## config.mk

```make
export PLATFORM = sky130hd
export DESIGN_NAME = twd_master
export DESIGN_NICKNAME = d
export VERILOG_FILES = /design/src/rtl/twd_pkg.sv /design/src/rtl/twd_bitcyc.sv /design/src/rtl/twd_rstgen.sv /design/src/rtl/twd_frame.sv /design/src/rtl/twd_master.sv
export SDC_FILE = /design/constraint.sdc
export NUM_CORES = 1
export LEC_CHECK = 0
export CORE_AREA = 3 3 143 103
export CTS_BUF_LIST = sky130_fd_sc_hd__clkbuf_4
export DETAILED_ROUTE_END_ITERATION = 7
export DIE_AREA = 0 0 146 106
export DONT_BUFFER_PORTS = 1
export PLACE_DENSITY = 0.72
export SETUP_SLACK_MARGIN = 0.4
export SLEW_MARGIN = 20
export SYNTH_ARGS = -nofsm -noshare
export SYNTH_HDL_FRONTEND = slang
export SYNTH_HIERARCHICAL = 1
export SYNTH_SLANG_ARGS = --single-unit
export TNS_END_PERCENT = 5
```

## constraint.sdc

```tcl
create_clock -name clk_i -period 4.8 [get_ports clk_i]
set_input_delay 0.48 -clock clk_i [delete_from_list [all_inputs] [get_ports clk_i]]
set_output_delay 0.48 -clock clk_i [all_outputs]
set_load 0.02 [all_outputs]
```

## src/rtl/twd_pkg.sv

```systemverilog
package twd_pkg;
  localparam int DATA_W = 32;
  localparam int BIT_CW = $clog2(DATA_W);

  typedef enum logic [1:0] {
    OP_AWR = 2'd0,
    OP_ARD = 2'd1,
    OP_DWR = 2'd2,
    OP_DRD = 2'd3
  } op_e;

  localparam logic [1:0] STAT_OK  = 2'd0;
  localparam logic [1:0] STAT_TMO = 2'd1;

  typedef enum logic [3:0] {
    S_IDLE, S_LRST, S_START, S_INS, S_LEN, S_ADDR, S_WDAT,
    S_STOP, S_TURN, S_WAIT, S_RDAT, S_DONE
  } seq_e;
endpackage

```

## src/rtl/twd_bitcyc.sv

```systemverilog
module twd_bitcyc #(
  parameter int DIV = 4
) (
  input  logic clk_i,
  input  logic rst_ni,
  input  logic go_i,
  input  logic bit_i,
  input  logic oe_i,
  input  logic dat_i,
  output logic dck_o,
  output logic dat_o,
  output logic oe_o,
  output logic smp_o,
  output logic idle_o,
  output logic done_o
);
  localparam int DCW = (DIV > 1) ? $clog2(DIV + 1) : 1;

  typedef enum logic [1:0] {PH_IDLE, PH_LO, PH_HI} ph_e;

  ph_e            ph_q;
  logic [DCW-1:0] cnt_q;
  logic           dck_q, dat_q, oe_q, smp_q;

  always_ff @(posedge clk_i or negedge rst_ni) begin
    if (!rst_ni) begin
      ph_q  <= PH_IDLE;
      cnt_q <= '0;
      dck_q <= 1'b1;
      dat_q <= 1'b0;
      oe_q  <= 1'b0;
      smp_q <= 1'b0;
    end else begin
      unique case (ph_q)
        PH_IDLE: if (go_i) begin
          dat_q <= bit_i;
          oe_q  <= oe_i;
          dck_q <= 1'b0;
          cnt_q <= DCW'(DIV - 1);
          ph_q  <= PH_LO;
        end
        PH_LO: if (cnt_q == '0) begin
          smp_q <= dat_i;
          dck_q <= 1'b1;
          cnt_q <= DCW'(DIV - 1);
          ph_q  <= PH_HI;
        end else begin
          cnt_q <= cnt_q - 1'b1;
        end
        PH_HI: if (cnt_q == '0) ph_q <= PH_IDLE;
               else cnt_q <= cnt_q - 1'b1;
        default: ph_q <= PH_IDLE;
      endcase
    end
  end

  assign dck_o  = dck_q;
  assign dat_o  = dat_q;
  assign oe_o   = oe_q;
  assign smp_o  = smp_q;
  assign idle_o = (ph_q == PH_IDLE);
  assign done_o = (ph_q == PH_HI) && (cnt_q == '0);


  low_hold_chk: assert property (@(posedge clk_i) disable iff (!rst_ni)
    (ph_q == PH_LO && $past(ph_q == PH_LO)) |-> ($stable(dat_q) && $stable(oe_q)));


  fall_on_go_chk: assert property (@(posedge clk_i) disable iff (!rst_ni)
    $fell(dck_q) |-> $past(go_i));
endmodule

```

## src/rtl/twd_rstgen.sv

```systemverilog
module twd_rstgen #(
  parameter int LO_CYC = 2500,
  parameter int HI_CYC = 700
) (
  input  logic clk_i,
  input  logic rst_ni,
  input  logic start_i,
  output logic dck_low_o,
  output logic done_o
);
  localparam int MAXC = (LO_CYC > HI_CYC) ? LO_CYC : HI_CYC;
  localparam int RCW  = $clog2(MAXC + 1);

  typedef enum logic [1:0] {RP_IDLE, RP_LO, RP_HI} rp_e;

  rp_e            ph_q;
  logic [RCW-1:0] cnt_q;

  always_ff @(posedge clk_i or negedge rst_ni) begin
    if (!rst_ni) begin
      ph_q  <= RP_IDLE;
      cnt_q <= '0;
    end else begin
      unique case (ph_q)
        RP_IDLE: if (start_i) begin
          ph_q  <= RP_LO;
          cnt_q <= RCW'(LO_CYC - 1);
        end
        RP_LO: if (cnt_q == '0) begin
          ph_q  <= RP_HI;
          cnt_q <= RCW'(HI_CYC - 1);
        end else begin
          cnt_q <= cnt_q - 1'b1;
        end
        RP_HI: if (cnt_q == '0) ph_q <= RP_IDLE;
               else cnt_q <= cnt_q - 1'b1;
        default: ph_q <= RP_IDLE;
      endcase
    end
  end

  assign dck_low_o = (ph_q == RP_LO);
  assign done_o    = (ph_q == RP_HI) && (cnt_q == '0);
endmodule

```

## src/rtl/twd_frame.sv

```systemverilog
module twd_frame
  import twd_pkg::*;
#(
  parameter int WAIT_MAX = 128
) (
  input  logic              clk_i,
  input  logic              rst_ni,
  input  logic              req_i,
  input  logic [1:0]        op_i,
  input  logic [1:0]        len_i,
  input  logic [7:0]        addr_i,
  input  logic [DATA_W-1:0] wdata_i,
  input  logic              link_rst_i,
  input  logic              phy_done_i,
  input  logic              phy_idle_i,
  input  logic              smp_i,
  input  logic              rst_done_i,
  output logic              go_o,
  output logic              bit_o,
  output logic              oe_o,
  output logic              rst_start_o,
  output logic              busy_o,
  output logic              done_o,
  output logic [1:0]        status_o,
  output logic [DATA_W-1:0] rdata_o
);
  localparam int WCW = $clog2(WAIT_MAX + 1);

  seq_e              st_q;
  op_e               op_q;
  logic [1:0]        len_q;
  logic [DATA_W-1:0] sh_q, rdata_q;
  logic [BIT_CW-1:0] cnt_q;
  logic [WCW-1:0]    wcnt_q;
  logic              issue_q;
  logic [1:0]        stat_q;
  logic [BIT_CW-1:0] last_bit;

  assign last_bit = {len_q, 3'b111};

  always_comb begin
    bit_o = 1'b0;
    oe_o  = 1'b0;
    unique case (st_q)
      S_START: bit_o = 1'b1;
      S_INS: begin
        bit_o = cnt_q[0] ? ~op_q[1] : ~op_q[0];
        oe_o  = 1'b1;
      end
      S_LEN: begin
        bit_o = len_q[cnt_q[0]];
        oe_o  = 1'b1;
      end
      S_ADDR, S_WDAT: begin
        bit_o = sh_q[0];
        oe_o  = 1'b1;
      end
      S_STOP:  bit_o = 1'b1;
      default: ;
    endcase
  end

  always_ff @(posedge clk_i or negedge rst_ni) begin
    if (!rst_ni) begin
      st_q    <= S_IDLE;
      op_q    <= OP_AWR;
      len_q   <= '0;
      sh_q    <= '0;
      rdata_q <= '0;
      cnt_q   <= '0;
      wcnt_q  <= '0;
      issue_q <= 1'b0;
      stat_q  <= STAT_OK;
    end else begin
      issue_q <= 1'b0;
      unique case (st_q)
        S_IDLE: begin
          if (link_rst_i) begin
            st_q <= S_LRST;
          end else if (req_i) begin
            op_q    <= op_e'(op_i);
            len_q   <= op_i[1] ? len_i : 2'd0;
            sh_q    <= op_i[1] ? wdata_i : {{(DATA_W-8){1'b0}}, addr_i};
            rdata_q <= '0;
            cnt_q   <= '0;
            wcnt_q  <= '0;
            issue_q <= 1'b1;
            st_q    <= S_START;
          end
        end
        S_LRST: if (rst_done_i) begin
          stat_q <= STAT_OK;
          st_q   <= S_DONE;
        end
        S_DONE: st_q <= S_IDLE;
        default: if (phy_done_i) begin
          issue_q <= 1'b1;
          case (st_q)
            S_START: begin
              st_q  <= S_INS;
              cnt_q <= '0;
            end
            S_INS: if (!cnt_q[0]) begin
              cnt_q <= 1;
            end else begin
              cnt_q <= '0;
              if (op_q[1])             st_q <= S_LEN;
              else if (op_q == OP_AWR) st_q <= S_ADDR;
              else                     st_q <= S_TURN;
            end
            S_LEN: if (!cnt_q[0]) begin
              cnt_q <= 1;
            end else begin
              cnt_q <= '0;
              st_q  <= (op_q == OP_DWR) ? S_WDAT : S_TURN;
            end
            S_ADDR: begin
              sh_q <= sh_q >> 1;
              if (cnt_q == BIT_CW'(7)) begin
                cnt_q <= '0;
                st_q  <= S_STOP;
              end else begin
                cnt_q <= cnt_q + 1'b1;
              end
            end
            S_WDAT: begin
              sh_q <= sh_q >> 1;
              if (cnt_q == last_bit) begin
                cnt_q <= '0;
                st_q  <= S_TURN;
              end else begin
                cnt_q <= cnt_q + 1'b1;
              end
            end
            S_STOP: begin
              issue_q <= 1'b0;
              stat_q  <= STAT_OK;
              st_q    <= S_DONE;
            end
            S_TURN: begin
              cnt_q  <= '0;
              wcnt_q <= '0;
              st_q   <= (op_q == OP_ARD) ? S_RDAT : S_WAIT;
            end
            S_WAIT: begin
              if (smp_i) begin
                if (op_q == OP_DWR) begin
                  issue_q <= 1'b0;
                  stat_q  <= STAT_OK;
                  st_q    <= S_DONE;
                end else begin
                  cnt_q <= '0;
                  st_q  <= S_RDAT;
                end
              end else if (wcnt_q == WCW'(WAIT_MAX - 1)) begin
                issue_q <= 1'b0;
                stat_q  <= STAT_TMO;
                st_q    <= S_DONE;
              end else begin
                wcnt_q <= wcnt_q + 1'b1;
              end
            end
            S_RDAT: begin
              rdata_q[cnt_q] <= smp_i;
              if (cnt_q == last_bit) begin
                issue_q <= 1'b0;
                stat_q  <= STAT_OK;
                st_q    <= S_DONE;
              end else begin
                cnt_q <= cnt_q + 1'b1;
              end
            end
            default: st_q <= S_IDLE;
          endcase
        end
      endcase
    end
  end

  assign go_o        = issue_q;
  assign rst_start_o = (st_q == S_IDLE) && link_rst_i;
  assign busy_o      = (st_q != S_IDLE);
  assign done_o      = (st_q == S_DONE);
  assign status_o    = stat_q;
  assign rdata_o     = rdata_q;


  go_idle_chk: assert property (@(posedge clk_i) disable iff (!rst_ni)
    go_o |-> phy_idle_i);


  done_pulse_chk: assert property (@(posedge clk_i) disable iff (!rst_ni)
    done_o |=> !done_o);
endmodule

```

## src/rtl/twd_master.sv

```systemverilog
module twd_master
  import twd_pkg::*;
#(
  parameter int DIV        = 4,
  parameter int WAIT_MAX   = 128,
  parameter int RST_LO_CYC = 2500,
  parameter int RST_HI_CYC = 700
) (
  input  logic              clk_i,
  input  logic              rst_ni,
  input  logic              req_i,
  input  logic [1:0]        op_i,
  input  logic [1:0]        len_i,
  input  logic [7:0]        addr_i,
  input  logic [DATA_W-1:0] wdata_i,
  input  logic              link_rst_i,
  output logic              busy_o,
  output logic              done_o,
  output logic [1:0]        status_o,
  output logic [DATA_W-1:0] rdata_o,
  output logic              dck_o,
  input  logic              dat_i,
  output logic              dat_o,
  output logic              dat_oe_o
);
  logic go, tx_bit, tx_oe, smp, phy_idle, phy_done, phy_dck;
  logic rst_start, rst_low, rst_done;

  twd_frame #(.WAIT_MAX(WAIT_MAX)) u_frame (
    .clk_i, .rst_ni, .req_i, .op_i, .len_i, .addr_i, .wdata_i, .link_rst_i,
    .phy_done_i (phy_done),
    .phy_idle_i (phy_idle),
    .smp_i      (smp),
    .rst_done_i (rst_done),
    .go_o       (go),
    .bit_o      (tx_bit),
    .oe_o       (tx_oe),
    .rst_start_o(rst_start),
    .busy_o, .done_o, .status_o, .rdata_o
  );

  twd_bitcyc #(.DIV(DIV)) u_bitcyc (
    .clk_i, .rst_ni,
    .go_i   (go),
    .bit_i  (tx_bit),
    .oe_i   (tx_oe),
    .dat_i,
    .dck_o  (phy_dck),
    .dat_o,
    .oe_o   (dat_oe_o),
    .smp_o  (smp),
    .idle_o (phy_idle),
    .done_o (phy_done)
  );

  twd_rstgen #(.LO_CYC(RST_LO_CYC), .HI_CYC(RST_HI_CYC)) u_rstgen (
    .clk_i, .rst_ni,
    .start_i  (rst_start),
    .dck_low_o(rst_low),
    .done_o   (rst_done)
  );

  assign dck_o = phy_dck & ~rst_low;


  idle_release_chk: assert property (@(posedge clk_i) disable iff (!rst_ni)
    !busy_o |-> !dat_oe_o);


  rst_quiet_chk: assert property (@(posedge clk_i) disable iff (!rst_ni)
    rst_low |-> (phy_dck && phy_idle));
endmodule

```

# Yosys cells after proc, flatten, opt, wreduce, memory -nomap -nowiden
# Cells that the tools add are included.
# word_totals
register_bits,111
inputBits,49
output_inout_bits,39
elab_cells,212
# classes
addsub,4
order_cmp,3
eq_ne,46
muxes,92
n_bitwise,7
n_reduce_logical,43
# ops
cell,count
32-bit two-way mux,9
32-bit one-hot mux with 2 select lines,2
4-bit two-way mux,14
5-bit two-way mux,8
8-bit two-way mux,5
12-bit two-way mux,3
12-bit one-hot mux with 3 select lines,1
4-bit one-hot mux with 9 select lines,1
32-bit bitwise mux,1
8-bit one-hot mux with 2 select lines,2
5-bit one-hot mux with 6 select lines,1
2-bit two-way mux,14
"5-bit by 2-bit != test with 1-bit output, second input constant",4
2-bit one-hot mux with 3 select lines,3
3-bit AND reduction,6
"4-bit by 3-bit equality test with 1-bit output, second input constant",4
"4-bit equality test, second input constant",4
1-bit two-way mux,16
"3-bit != test, second input constant",5
"2-bit != test, second input constant",7
7-bit AND reduction,2
12-bit zero test,1
4-bit one-hot mux with 3 select lines,1
4-bit nonzero test,3
44 further kinds,78

# Longest topological paths before layout
# logic_depth
ltp_word,8
ltp_mapped,12
ltp_nobuf,9

# Modules after synthesis
# Netlist, hierarchy kept.
# by_module_without_submodules
module,n_inst,cells_each,area_per_inst_um2
twd_frame,1,588,5042.3
twd_rstgen,1,106,1028.5
twd_bitcyc,1,55,600.6
twd_master,1,1,13.8

# Worst setup path after synthesis
# OpenSTA, ideal clock, no wires.
# synth_path
path_kind,register to register
startpoint,register u_frame.st_q[1]
endpoint,register u_rstgen.cnt_q[4]
setup_time_ps,120
t_arrival_ps,2516
required_ps,4680
setup_slack_ps,2164
stages_incl_launch_ff,11
synth_period_minus_slack_ps,2636
path_cell_list,dfrtp_1 buf_2 nor4_4 buf_2 buf_1 and2_1 nor2b_1 or2_2 clkbuf_1 o31a_1 a31o_2
# synth_between
elab_chain_len,4
# synth_lines
item,line,source
"start, declared",twd_frame.sv:29,seq_e st_q;
"start signal, assigned",twd_frame.sv:115,st_q <= (op_q == OP_DWR) ? S_WDAT : S_TURN;
"start signal, assigned",twd_frame.sv:143,st_q <= (op_q == OP_ARD) ? S_RDAT : S_WAIT;
4-bit zero test,twd_frame.sv:181,assign rst_start_o = (st_q == S_IDLE) && link_rst_i;
1-bit logical AND,twd_frame.sv:181,
net rst_start,twd_master.sv:27,"logic rst_start, rst_low, rst_done;"
2-bit != test (no source line),--,
3-bit AND reduction (no source line),--,
"end signal, assigned",twd_rstgen.sv:31,cnt_q <= RCW'(HI_CYC - 1);
"end signal, assigned",twd_rstgen.sv:33,cnt_q <= cnt_q - 1'b1;
"end signal, assigned",twd_rstgen.sv:36,else cnt_q <= cnt_q - 1'b1;
"end, declared",twd_rstgen.sv:17,logic [RCW-1:0] cnt_q;
# The timed path passes the listed nets, and every way through them passes these cells.
# A chain may end at the register's enable or synchronous reset.

# Final worst setup path
# layout_path
startpoint,register u_frame.st_q[0]
endpoint,register u_frame.st_q[3]
# layout_between
elab_chain_len,4
elab_cells_between_ends,25
cone_classes,eq/ne: 19; mux: 3; reduce/logical: 3
# layout_lines
item,line,source
"4-bit equality test, or another cell as far along",twd_frame.sv:98,case (st_q)
4-bit one-hot mux with 9 select lines,twd_frame.sv:98,
4-bit two-way mux,twd_frame.sv:96,default: if (phy_done_i) begin
4-bit one-hot mux with 3 select lines,twd_frame.sv:76,unique case (st_q)
# Several ways; a longest one is shown, not always the timed one. The select of a mux whose other input is x is not followed.

==> results by stage <==
Run status:
- The flow ran to the end, and the final reports show no timing, DRC or antenna violations.

Layout:
- For this run, the post-layout net count is 783.
- The top cell types in the final layout, fill and taps aside, are dfrtp_1 (109), o21ai_0 (89), nand2_1 (69), a21oi_1 (49), nor2_1 (47).
- The area growth from synthesis to final layout is 2.901%.
- The fraction of the core area covered by cells at the end of the flow is 51.84%.
- The layout has 1210 filler cells.
- The number of cells in the finished layout apart from fillers is 905.
- The antenna diode instance count is 0.
- The share of cells above drive strength 1 is 10.00%.
- The library cell used most frequently in the layout, excluding fill and tap cells, is dfrtp_1.

GRT:
- In the global route stage, overall resource usage came out at 20.90%.
- Global routing finished with a remaining overflow of 0.
- The global-route wire length before repair is 27080 µm.
- The via count of the first global-routing pass was 5302.
- The initial antenna violation count is 0.
- The largest net degree at the start of global routing is 111.

Synthesis:
- The gate count after technology mapping is 750.
- The mean instance size in the synthesized netlist is 8.914 µm².
- The dominant register cell in the synthesized netlist is dfrtp_1.
- The synthesized netlist occupies a cell area of 6685 µm².
- The synthesized design contains 0 enable-type register cells.
- The count of cell types in the netlist is 89.
- After synthesis, the share of flip-flops with an asynchronous set or reset is 100.0%.
- Sequential cells were found to cover 41.19% of the synthesized design area.
- The number of nets produced by synthesis is 818.
- After synthesis the netlist holds a flip-flop and latch count of 110.
- For this run, the number of Yosys warnings is 6.

Timing:
- Setup violations remaining at the end of the flow were counted as 0.
- The post-layout worst setup margin is 1.582 ns.
- The final critical path takes up 67.05% of the cycle.
- Setup repair after global routing left no endpoint under its margin.
- For this run, the top clock speed supported by timing is 310.7 MHz.
- The final critical delay including setup and external delays is 3.218 ns.
- The largest clock skew in the final design is 0.02571 ns.
- Summed over all failing endpoints, the final setup total negative slack is 0 ns.
- The number of hold violations in the final report is 0.
- In this run the tightest slew margin relative to its limit is 27.58%.
- The total count of max-transition violations in the final report is 0.
- For the pin with the worst max-slew slack, the measured transition is 1.086 ns.

Route:
- The remaining antenna violation count after routing is 0.
- The first TritonRoute pass finished after 5 iterations.
- In the routed layout, each cell is associated on average with a via count of 6.355.
- The total length of routed wires is 16330 µm.
- The remaining routing DRC violations is 0.
- The detailed-route wire length per cell is 18.05 µm.
- The routed layout has 5751 vias.
- The iteration-0 DRC count of the detailed router is 703.

Clock network:
- The register clock-pin slew on the reported worst setup and hold paths is 0.18 ns.
- The count of buffers added by post-CTS timing repair for setup is 0.
- The clock root buffer is clkbuf_4.
- The maximum buffer depth of the clock tree is 2.
- The clock sink count is 110.
- The number of buffers created by CTS is 9.
- The number of H-tree levels is 3.
- TritonCTS built the clock tree.
- Clock latency on the worst-skew pair, taken at its later pin, is 0.48 ns.

Power:
- For this design the ratio of total power to cell area is 519.4 nW/µm².
- The peak ir drop on the vdd network is 0.0002214 V.
- Summed over all cells, the static leakage comes to 2.838 nW.

Setup path:
- The origin of the worst setup path is u_frame/st_q[0]$_DFFE_PN0P_.
- Setup slack on the worst reg-to-reg path comes out at 1.58 ns.
- The critical path ends at u_frame/st_q[3]$_DFFE_PN0P_.
- In this run the critical register-to-register path is captured at u_frame/st_q[3]$_DFFE_PN0P_.
- The worst setup path is launched from a register.
- STA classifies the critical path endpoint as a register.
- Of all nets on the critical path, the largest fanout is 56.
- Counting cells, the worst reg-to-reg path comes to 7.
- The startpoint identified for the worst register-to-register timing path is u_frame/st_q[0]$_DFFE_PN0P_.
- The startpoint-to-endpoint class of the critical path is reg -> reg.
- The critical path data required time is 5.18 ns.
- The worst endpoint data arrival time is 3.60 ns.

Floorplan:
- The die boundary height is 106 µm.
- The floorplan core area is 13270 µm².
- The number of cell rows is 35.
- For this configuration, the core starts out at a cell density of 50.38%.
- The number of top-level design ports is 88.
- The width of the die is 146 µm.
- The die area is 15480 µm².

Placement:
- The total half-perimeter wirelength after legalization and detailed placement is 11140 µm.
- The placer congestion estimate is 0.9077.
- The number of buffers inserted by port buffering is 0.
- Before CTS, the worst setup slack after placement is 1.654 ns.
- The number of placed instances, taps included, is 887.

Hold path:
- The path type of the worst min-delay path is in -> reg.

Flow run:
- The number of max-cap violations is 0.
-- power breakdown --
part           internal, mW  total (mW)  leakage [nW]  switching (mW)
combinational         0.646        1.56          1.44           0.909
sequential             1.17        1.57          1.32           0.390
clock                 0.119       0.453        0.0745           0.334
total                  1.94        3.57          2.84            1.63
-- synthesized netlist by cell type, types with 4 or more instances --
cell type  number  area, µm²
nor2b_1        12      75.07
nand2b_1        7      43.79
nor2_1         47      176.4
or2_2           4      25.02
a211oi_1        5      37.54
xor2_1          4      35.03
mux2_2         16      180.2
o31ai_1        12      90.09
nand3_1        39      195.2
a21oi_1        50      250.2
nor4_1          5      31.28
nand3b_1        4      30.03
o211ai_1       10      75.07
dfrtp_1       109       2728
nor3_1         12      60.06
ha_1           19      237.7
clkbuf_1       24      90.09
inv_1          22      82.58
nor4b_1         4      35.03
buf_2          13      65.06
and2_1          4      25.02
mux2i_1         9      90.09
nand2_1        69      259.0
and3_1          7      43.79
buf_4           7      52.55
o21ai_1         8      40.04
a31oi_1        29      181.4
or3_1           7      43.79
nand4_1         8      50.05
o22a_1          4      35.03
o21ai_0        89      445.4
buf_1           6      22.52
-- cells by family (layout without fill, tap and decap cells) --
kind of cell	count (synthesis)	count (layout)	synth area share [%]
AO/OA/AOI/OAI	251	251	23.58
XOR/XNOR	5	5	0.6550
adder cells (fa/ha/maj)	19	19	3.556
buffers and inverters	76	46	5.128
flip-flops	110	110	41.19
multiplexers	27	27	4.436
other	1	1	0.05609
AND/OR/NAND/NOR	261	261	21.39
-- routing by layer --
metal	share of wire (%)	routed length (µm)	vias to the layer above	track usage, %
met4	1.4	235	0	5.369
met1	45	7400	2778	30.55
li1	-	-	2681	-
met3	8.9	1454	22	4.815
met2	44	7241	270	31.38
met5	0	0	-	0
-- sequential cells by signal (all words and copies together) (netlist names), 2 cells and up --
name / cells
u_rstgen/cnt_q: 12
u_bitcyc/cnt_q: 3
u_frame/rdata_o: 32
u_frame/wcnt_q: 8
u_frame/cnt_q: 5
u_frame/sh_q: 32
u_bitcyc/ph_q: 2
u_frame/op_q: 2
u_frame/st_q: 4
u_rstgen/ph_q: 2
u_frame/len_q: 2
-- critical path, cell delays in order, from the launching register on --
cell and delay (ns):
dfrtp_1 1.09, nor4_4 0.11, buf_4 0.35, inv_2 0.48, nor3_1 0.09, a211o_1 0.33, a2111o_1 0.43, o22a_1 0.22
-- how the worst min path moves through the flow --
stage / slack, ns / endpoint / cells past startpoint / start
5_1_grt: 0.10 / u_bitcyc/smp_o$_DFFE_PN0P_ / 1 / dat_i
6_report: 0.12 / u_frame/len_q[1]$_DFFE_PN0P_ / 2 / len_i[1]
3_3_place_gp: 0.19 / u_bitcyc/ph_q[0]$_DFFE_PN0P_ / 0 / rst_ni
3_5_place_dp: 0.19 / u_bitcyc/cnt_q[2]$_DFFE_PN0P_ / 0 / rst_ni
2_1_floorplan: 0.18 / u_bitcyc/cnt_q[0]$_DFFE_PN0P_ / 0 / rst_ni
4_1_cts: 0.09 / u_frame/len_q[1]$_DFFE_PN0P_ / 2 / op_i[1]
-- timing repair --
action,4_1_cts,5_1_grt
gates resized for setup,0,0
hold buffers,2,0
setup endpoints to repair,0,0
endpoints found under the hold margin,110,0
-- final cells by class --
type	count	area, µm²	share of cell area, %
Clock buffer	9	67.56	0.9822
Clock inverter	7	65.06	0.9458
Inverter	24	90.09	1.310
Multi-Input combinational cell	564	3603	52.38
Sequential cell	110	2754	40.03
Tap cell	185	231.5	3.365
Timing Repair Buffer	6	67.56	0.9822
-- through the flow --
stage	total power [mW]	hold slack (ns)	cell area [µm²]
final	3.573	0.1228	6879
after global routing	3.842	0.1040	6879
after CTS	3.558	0.09329	6879
after detailed placement	3.076	0.1905	6709
after global placement	2.998	0.1904	6709
after floorplan	2.743	0.1844	6685
(Power assumes the default switching activity.)
